==> src/rtl/clk_ratio_pkg.sv <==
package clk_ratio_pkg;
  localparam int FIELD_W = 3;
  localparam int RATIO_W = 4;
  localparam int CPU_LSB = 6;
  localparam int BUS_LSB = 3;
  localparam int PER_LSB = 0;
  localparam int NUM_DOM = 3;

  typedef struct packed {
    logic [RATIO_W-1:0] cpuRatio;
    logic [RATIO_W-1:0] busRatio;
    logic [RATIO_W-1:0] perRatio;
    logic               notify;
  } ratio_strobe_t;

  // CPU and bus table; codes past the valid range fall back to 8.
  function automatic logic [RATIO_W-1:0] coreRatio(input logic [FIELD_W-1:0] code);
    case (code)
      3'd0:    coreRatio = RATIO_W'(1);
      3'd1:    coreRatio = RATIO_W'(2);
      3'd2:    coreRatio = RATIO_W'(3);
      3'd3:    coreRatio = RATIO_W'(4);
      3'd4:    coreRatio = RATIO_W'(5);
      default: coreRatio = RATIO_W'(8);
    endcase
  endfunction

  // Peripheral table; codes past the valid range fall back to 8.
  function automatic logic [RATIO_W-1:0] periphRatio(input logic [FIELD_W-1:0] code);
    case (code)
      3'd0:    periphRatio = RATIO_W'(2);
      3'd1:    periphRatio = RATIO_W'(3);
      3'd2:    periphRatio = RATIO_W'(4);
      3'd3:    periphRatio = RATIO_W'(6);
      default: periphRatio = RATIO_W'(8);
    endcase
  endfunction
endpackage

==> src/rtl/clk_ratio_ctrl.sv <==
module clk_ratio_ctrl
  import clk_ratio_pkg::*;
#(
  parameter int                CTRL_W     = 16,
  parameter logic [CTRL_W-1:0] RESET_WORD = 16'h0E0A
) (
  input  logic              clk,
  input  logic              rstN,
  input  logic              wrEn,
  input  logic [CTRL_W-1:0] wrData,
  output logic [CTRL_W-1:0] ctrlWord,
  output ratio_strobe_t     strobe
);
  logic [CTRL_W-1:0] ctrlReg;
  logic              notifyQ;

  always_ff @(posedge clk) begin
    if (!rstN) begin
      ctrlReg <= RESET_WORD;
      notifyQ <= 1'b0;
    end else begin
      notifyQ <= wrEn;
      if (wrEn) ctrlReg <= wrData;
    end
  end

  assign ctrlWord        = ctrlReg;
  assign strobe.cpuRatio = coreRatio(ctrlReg[CPU_LSB +: FIELD_W]);
  assign strobe.busRatio = coreRatio(ctrlReg[BUS_LSB +: FIELD_W]);
  assign strobe.perRatio = periphRatio(ctrlReg[PER_LSB +: FIELD_W]);
  assign strobe.notify   = notifyQ;

  assert_notify_after_write_R9: assert property (@(posedge clk) disable iff (!rstN)
    wrEn |=> strobe.notify);
  assert_notify_quiet_R9: assert property (@(posedge clk) disable iff (!rstN)
    !wrEn |=> !strobe.notify);
  assert_readback_R10: assert property (@(posedge clk) disable iff (!rstN)
    wrEn |=> (ctrlWord == $past(wrData)));
  assert_hold_R10: assert property (@(posedge clk) disable iff (!rstN)
    !wrEn |=> $stable(ctrlWord));
  assert_legal_core_R5: assert property (@(posedge clk) disable iff (!rstN)
    (strobe.cpuRatio inside {4'd1, 4'd2, 4'd3, 4'd4, 4'd5, 4'd8}) &&
    (strobe.busRatio inside {4'd1, 4'd2, 4'd3, 4'd4, 4'd5, 4'd8}));
  assert_legal_per_R5: assert property (@(posedge clk) disable iff (!rstN)
    strobe.perRatio inside {4'd2, 4'd3, 4'd4, 4'd6, 4'd8});
endmodule

==> src/rtl/clk_ratio_div.sv <==
module clk_ratio_div #(
  parameter int                 RATIO_W     = 4,
  parameter logic [RATIO_W-1:0] RESET_RATIO = RATIO_W'(1)
) (
  input  logic               clk,
  input  logic               rstN,
  input  logic [RATIO_W-1:0] nextRatio,
  output logic               enOut,
  output logic [RATIO_W-1:0] activeRatio
);
  logic [RATIO_W-1:0] cnt;
  logic               atTerm;

  assign atTerm = (cnt == activeRatio - RATIO_W'(1));
  assign enOut  = atTerm;

  always_ff @(posedge clk) begin
    if (!rstN) begin
      cnt         <= '0;
      activeRatio <= RESET_RATIO;
    end else if (atTerm) begin
      cnt         <= '0;
      activeRatio <= nextRatio;
    end else begin
      cnt <= cnt + RATIO_W'(1);
    end
  end

  assert_cnt_in_range_R7: assert property (@(posedge clk) disable iff (!rstN)
    cnt < activeRatio);
  assert_single_pulse_R7: assert property (@(posedge clk) disable iff (!rstN)
    enOut |=> (enOut == (activeRatio == RATIO_W'(1))));
  assert_switch_at_term_R8: assert property (@(posedge clk) disable iff (!rstN)
    !enOut |=> $stable(activeRatio));
  assert_div1_high_R6: assert property (@(posedge clk) disable iff (!rstN)
    (activeRatio == RATIO_W'(1)) |-> enOut);
endmodule

==> src/rtl/clk_ratio_gen.sv <==
module clk_ratio_gen
  import clk_ratio_pkg::*;
#(
  parameter int                CTRL_W     = 16,
  parameter logic [CTRL_W-1:0] RESET_WORD = 16'h0E0A
) (
  input  logic              clk,
  input  logic              rstN,
  input  logic              wrEn,
  input  logic [CTRL_W-1:0] wrData,
  output logic [CTRL_W-1:0] ctrlWord,
  output logic              cpuEn,
  output logic              busEn,
  output logic              perEn,
  output logic [RATIO_W-1:0] perRatioNow,
  output logic              rateNotify
);
  localparam logic [RATIO_W-1:0] CPU_RST = coreRatio(RESET_WORD[CPU_LSB +: FIELD_W]);
  localparam logic [RATIO_W-1:0] BUS_RST = coreRatio(RESET_WORD[BUS_LSB +: FIELD_W]);
  localparam logic [RATIO_W-1:0] PER_RST = periphRatio(RESET_WORD[PER_LSB +: FIELD_W]);
  localparam logic [NUM_DOM*RATIO_W-1:0] RST_PACK = {PER_RST, BUS_RST, CPU_RST};

  ratio_strobe_t              strobe;
  logic [NUM_DOM*RATIO_W-1:0] nextPack;
  logic [NUM_DOM*RATIO_W-1:0] activePack;
  logic [NUM_DOM-1:0]         enVec;

  clk_ratio_ctrl #(.CTRL_W(CTRL_W), .RESET_WORD(RESET_WORD)) u_ctrl (
    .clk(clk), .rstN(rstN), .wrEn(wrEn), .wrData(wrData),
    .ctrlWord(ctrlWord), .strobe(strobe)
  );

  assign nextPack = {strobe.perRatio, strobe.busRatio, strobe.cpuRatio};

  for (genvar g = 0; g < NUM_DOM; g++) begin : g_dom
    clk_ratio_div #(
      .RATIO_W(RATIO_W),
      .RESET_RATIO(RST_PACK[g*RATIO_W +: RATIO_W])
    ) u_div (
      .clk(clk), .rstN(rstN),
      .nextRatio(nextPack[g*RATIO_W +: RATIO_W]),
      .enOut(enVec[g]),
      .activeRatio(activePack[g*RATIO_W +: RATIO_W])
    );
  end

  assign cpuEn       = enVec[0];
  assign busEn       = enVec[1];
  assign perEn       = enVec[2];
  assign perRatioNow = activePack[2*RATIO_W +: RATIO_W];
  assign rateNotify  = strobe.notify;

  assert_status_tracks_R11: assert property (@(posedge clk) disable iff (!rstN)
    !perEn |=> $stable(perRatioNow));
endmodule

==> config.mk <==
export PLATFORM = sky130hd
export DESIGN_NAME = clk_ratio_gen
export DESIGN_NICKNAME = d
export VERILOG_FILES = /design/src/rtl/clk_ratio_pkg.sv /design/src/rtl/clk_ratio_ctrl.sv /design/src/rtl/clk_ratio_div.sv /design/src/rtl/clk_ratio_gen.sv
export SDC_FILE = /design/constraint.sdc
export NUM_CORES = 1
export LEC_CHECK = 0
export BUFFER_PORTS_ARGS = -buffer_cell sky130_fd_sc_hd__clkbuf_2
export CAP_MARGIN = 5
export CORE_MARGIN = 10
export CORE_UTILIZATION = 40
export CTS_CLUSTER_DIAMETER = 30
export CTS_CLUSTER_SIZE = 8
export DETAILED_ROUTE_END_ITERATION = 8
export SYNTH_ARGS = -nofsm -noshare
export SYNTH_HDL_FRONTEND = slang
export SYNTH_SLANG_ARGS = --single-unit
==> constraint.sdc <==
create_clock -name clk -period 2.3 [get_ports clk]
set_clock_uncertainty 0.15 [all_clocks]
set_input_delay 0.23 -clock clk [delete_from_list [all_inputs] [get_ports clk]]
set_output_delay 0.23 -clock clk [all_outputs]
set_load 0.03 [all_outputs]
==> results.sh <==
export IMPL_synth_area_leaders="dfxtp_1, mux2i_1, xor2_1"
export IMPL_crit_chain="inv_1 > ha_1 > xor2_2 > and3_4 > nand2_2 > inv_4 > buf_4"
export IMPL_num_rows=25
export IMPL_drt_wl_total_mm=3.98
export IMPL_layout_nets=265
export IMPL_irDropWorstVdd_mv=0.432
export IMPL_fmax_mhz=461
export IMPL_report_final_slew_viol_count=0
export IMPL_drt_iter0_markers=35
export IMPL_viasPerCell=4.92
export IMPL_max_slew_worst_pin_slew_ns=0.540
export IMPL_clk_pin_slew_ns=0.08
export IMPL_synth_top_area_cell="dfxtp_1"
export IMPL_wl_per_cell_um=13.5
export IMPL_worst_path_buf_inv=3
export IMPL_dp_cells=283
export IMPL_min_period_ns=2.17
export IMPL_startpoint="g_dom[0].u_div.activeRatio[0]$_SDFFE_PN1N_"
export IMPL_cts_tree="yes"
export IMPL_reg2reg_slack_ns=0.44
export IMPL_synth_flop_cell="dfxtp_1"
export IMPL_endpoint_kind="primary output"
export IMPL_port_buffers=42
export IMPL_area_growth_pct=22.9
export IMPL_pin_count=43
export IMPL_drive_gt1_share_pct=29.9
export IMPL_max_cap_viol_count=0
export IMPL_critical_path_class="flip-flop to primary output"
export IMPL_relSlewSlack_pct=64.0
export IMPL_min_period_over_period_pct=94.4
export IMPL_ff2ff_path_depth=6
export IMPL_num_vias=1450
export IMPL_drtPass1Iterations=4
export IMPL_routabilityCongestion=0.807
export IMPL_clock_latency_ns=0.29
export IMPL_cts_root_buffer="clkbuf_8"
export IMPL_placed_area_mm2=0.00215
export IMPL_syn_nets=220
export IMPL_cellPowerDensity_mw_per_mm2=1020
export IMPL_grt_max_degree=19
export IMPL_cts_sinks=41
export IMPL_r2r_end="g_dom[0].u_div.activeRatio[1]$_SDFFE_PN0N_"
export IMPL_ys_ff_latch=41
export IMPL_min_path_cells=3
export IMPL_min_to="u_ctrl.ctrlWord[15]$_SDFFE_PN0P_"
export IMPL_detailed_place_hpwl_mm=2.91
export IMPL_antenna_cells=0
export IMPL_die_h_um=89.1
export IMPL_dieWidth_um=89.1
export IMPL_synth_cell_type_count=35
export IMPL_finalWorstSetupSlack_ns=0.130
export IMPL_cts_path_max_buffers=2
export IMPL_hold_viol_final=0
export IMPL_reg2reg_from="g_dom[0].u_div.activeRatio[0]$_SDFFE_PN1N_"
export IMPL_dp_slack_ns=0.296
export IMPL_stdcell_count=295
export IMPL_remaining_drc_errors=0
export IMPL_grt_util_all_layers_pct=10.9
export IMPL_cp_max_fo=6
export IMPL_fin_area_mm2=0.00234
export IMPL_crit_required_ns=1.92
export IMPL_antenna_found_initial=0
export IMPL_synth_async_reset_ratio_pct=0
export IMPL_ys_warn_count=0
export IMPL_grt_pass1_wl_mm=6.82
export IMPL_cts_buffers=5
export IMPL_setup_violations=0
export IMPL_seq_area_frac_synth_pct=43.0
export IMPL_start_util_pct=40.9
export IMPL_n_fill_cell=451
export IMPL_syn_avg_cell_area_um2=9.79
export IMPL_yosysTopAreaCellShare_pct=43.0
export IMPL_post_cts_buffers=0
export IMPL_max_stage_delay_ns=0.37
export IMPL_antenna_left=0
export IMPL_min_path_type="input port to flip-flop"
export IMPL_first_global_vias=1510
export IMPL_fin_util_pct=50.3
export IMPL_synth_edf_count=0
export IMPL_leakagePower_uw=0.00104
export IMPL_synthCells=195
export IMPL_die_area_mm2=0.00793
export IMPL_cp_start_kind="flip-flop"
export IMPL_netlist_area_mm2=0.00191
export IMPL_core_mm2=0.00466
export IMPL_crit_family="flip-flops"
export IMPL_cts_max_level=2
export IMPL_status="completed"
export IMPL_crit_slowest_cell="dfxtp_2"
export IMPL_holdCritStartpoint="wrData[15]"
export IMPL_crit_arrival_ns=1.79
export IMPL_grt_ovfl_total=0
[layout make-up]
cell class | instances | area, um2 | share of cell area [%]
multi-input combinational | 132 | 1010 | 42.9
timing repair buffer | 48 | 273 | 11.6
inverter | 12 | 47.5 | 2.03
tap | 54 | 67.6 | 2.88
clock inverter | 2 | 37.5 | 1.60
clock buffer | 6 | 82.6 | 3.52
sequential | 41 | 831 | 35.4
[metrics by stage]
stage / power (uW) / hold slack, ns / TNS, ns
4_1_cts: 2360 / 0.00611 / 0
3_5_place_dp: 1720 / 0.305 / 0
3_3_place_gp: 1720 / 0.295 / 0
6_report: 2390 / 0.0184 / 0
2_1_floorplan: 1550 / 0.208 / 0
5_1_grt: 2560 / 0.0212 / -0.00813
[how the worst max path moves through the flow]
stage	endpoint	slack [ns]	cells after the start
floorplan	g_dom[2].u_div.cnt[2]$_SDFF_PP0_	0.47	7
global placement	perEn	0.33	7
detailed placement	perEn	0.30	7
CTS	cpuEn	0.02	7
global route	perEn	-0.008	7
finish	cpuEn	0.13	7
[power by group]
group	internal, uW	switching [uW]
Sequential	809	107
Clock	353	251
Combinational	387	479
Total	1550	838
[worst register-to-register path: stages (launching register included)]
cell	delay [ns]
dfxtp_2	0.37
inv_1	0.07
ha_1	0.32
xor2_2	0.16
nand3_1	0.11
or4_1	0.47
a21oi_1	0.15
[cells by family (layout without fill, tap and decap cells)]
logic type / count (synthesis) / in the layout / synth area share [%]
multiplexers: 18 / 18 / 9.44
AND/OR/NAND/NOR: 59 / 59 / 16.0
adder cells (fa/ha/maj): 6 / 6 / 3.93
buffers and inverters: 22 / 68 / 5.25
AO/OA/AOI/OAI: 23 / 23 / 7.87
flip-flops: 41 / 41 / 43.0
XOR/XNOR: 26 / 26 / 14.5
[synth_stat cells (2+ instances only)]
library cell / number
inv_2: 2
buf_4: 4
a21oi_1: 8
xnor3_1: 3
o21ai_0: 6
ha_1: 6
xor2_1: 12
dfxtp_1: 41
nand3_1: 8
nand2_1: 12
xnor2_1: 10
buf_2: 2
nor2_1: 14
and3_1: 4
inv_1: 9
mux2i_1: 18
nand3b_1: 2
nand2_2: 2
clkbuf_1: 4
nor3_1: 10
o211ai_1: 4
[flip-flops by register name (all words and copies together), names as in the netlist]
register,count
g_dom.u_div.cnt,12
g_dom.u_div.activeRatio,12
u_ctrl.notifyQ,1
u_ctrl.ctrlWord,16
[placed cells by master, fill, tap and decap left out, types with 2 or more instances in the layout]
| cell type | instances |
|---|---|
| nor2_1 | 14 |
| nand2_1 | 11 |
| dfxtp_1 | 35 |
| ha_1 | 6 |
| inv_1 | 8 |
| nand3_1 | 8 |
| clkbuf_8 | 6 |
| dfxtp_2 | 5 |
| nand3b_1 | 2 |
| mux2i_1 | 18 |
| xnor3_1 | 3 |
| nor3_1 | 10 |
| buf_4 | 4 |
| clkbuf_2 | 39 |
| inv_2 | 2 |
| o211ai_1 | 4 |
| dlygate4sd3_1 | 4 |
| nand2_2 | 3 |
| xnor2_1 | 10 |
| and3_4 | 3 |
| a21oi_1 | 8 |
| o21ai_0 | 6 |
| xor2_1 | 11 |
| and3_1 | 3 |
[what timing repair did]
action | CTS | global route
hold endpoints to repair | 4 | 0
hold buffers | 4 | 0
gates resized for setup | 5 | 15
setup endpoints to repair | 2 | 3
[routing by layer]
layer / vias up / routed length [um] / global-route usage, % / share of wire [%]
li1: 757 / - / - / -
met1: 643 / 1870 / 13.2 / 47
met2: 41 / 1690 / 16.5 / 42
met3: 9 / 342 / 4.56 / 8.6
met4: 0 / 76 / 4.77 / 1.9
met5: - / 0 / 0 / 0
No activity file was read; power rests on OpenSTA's default activity.
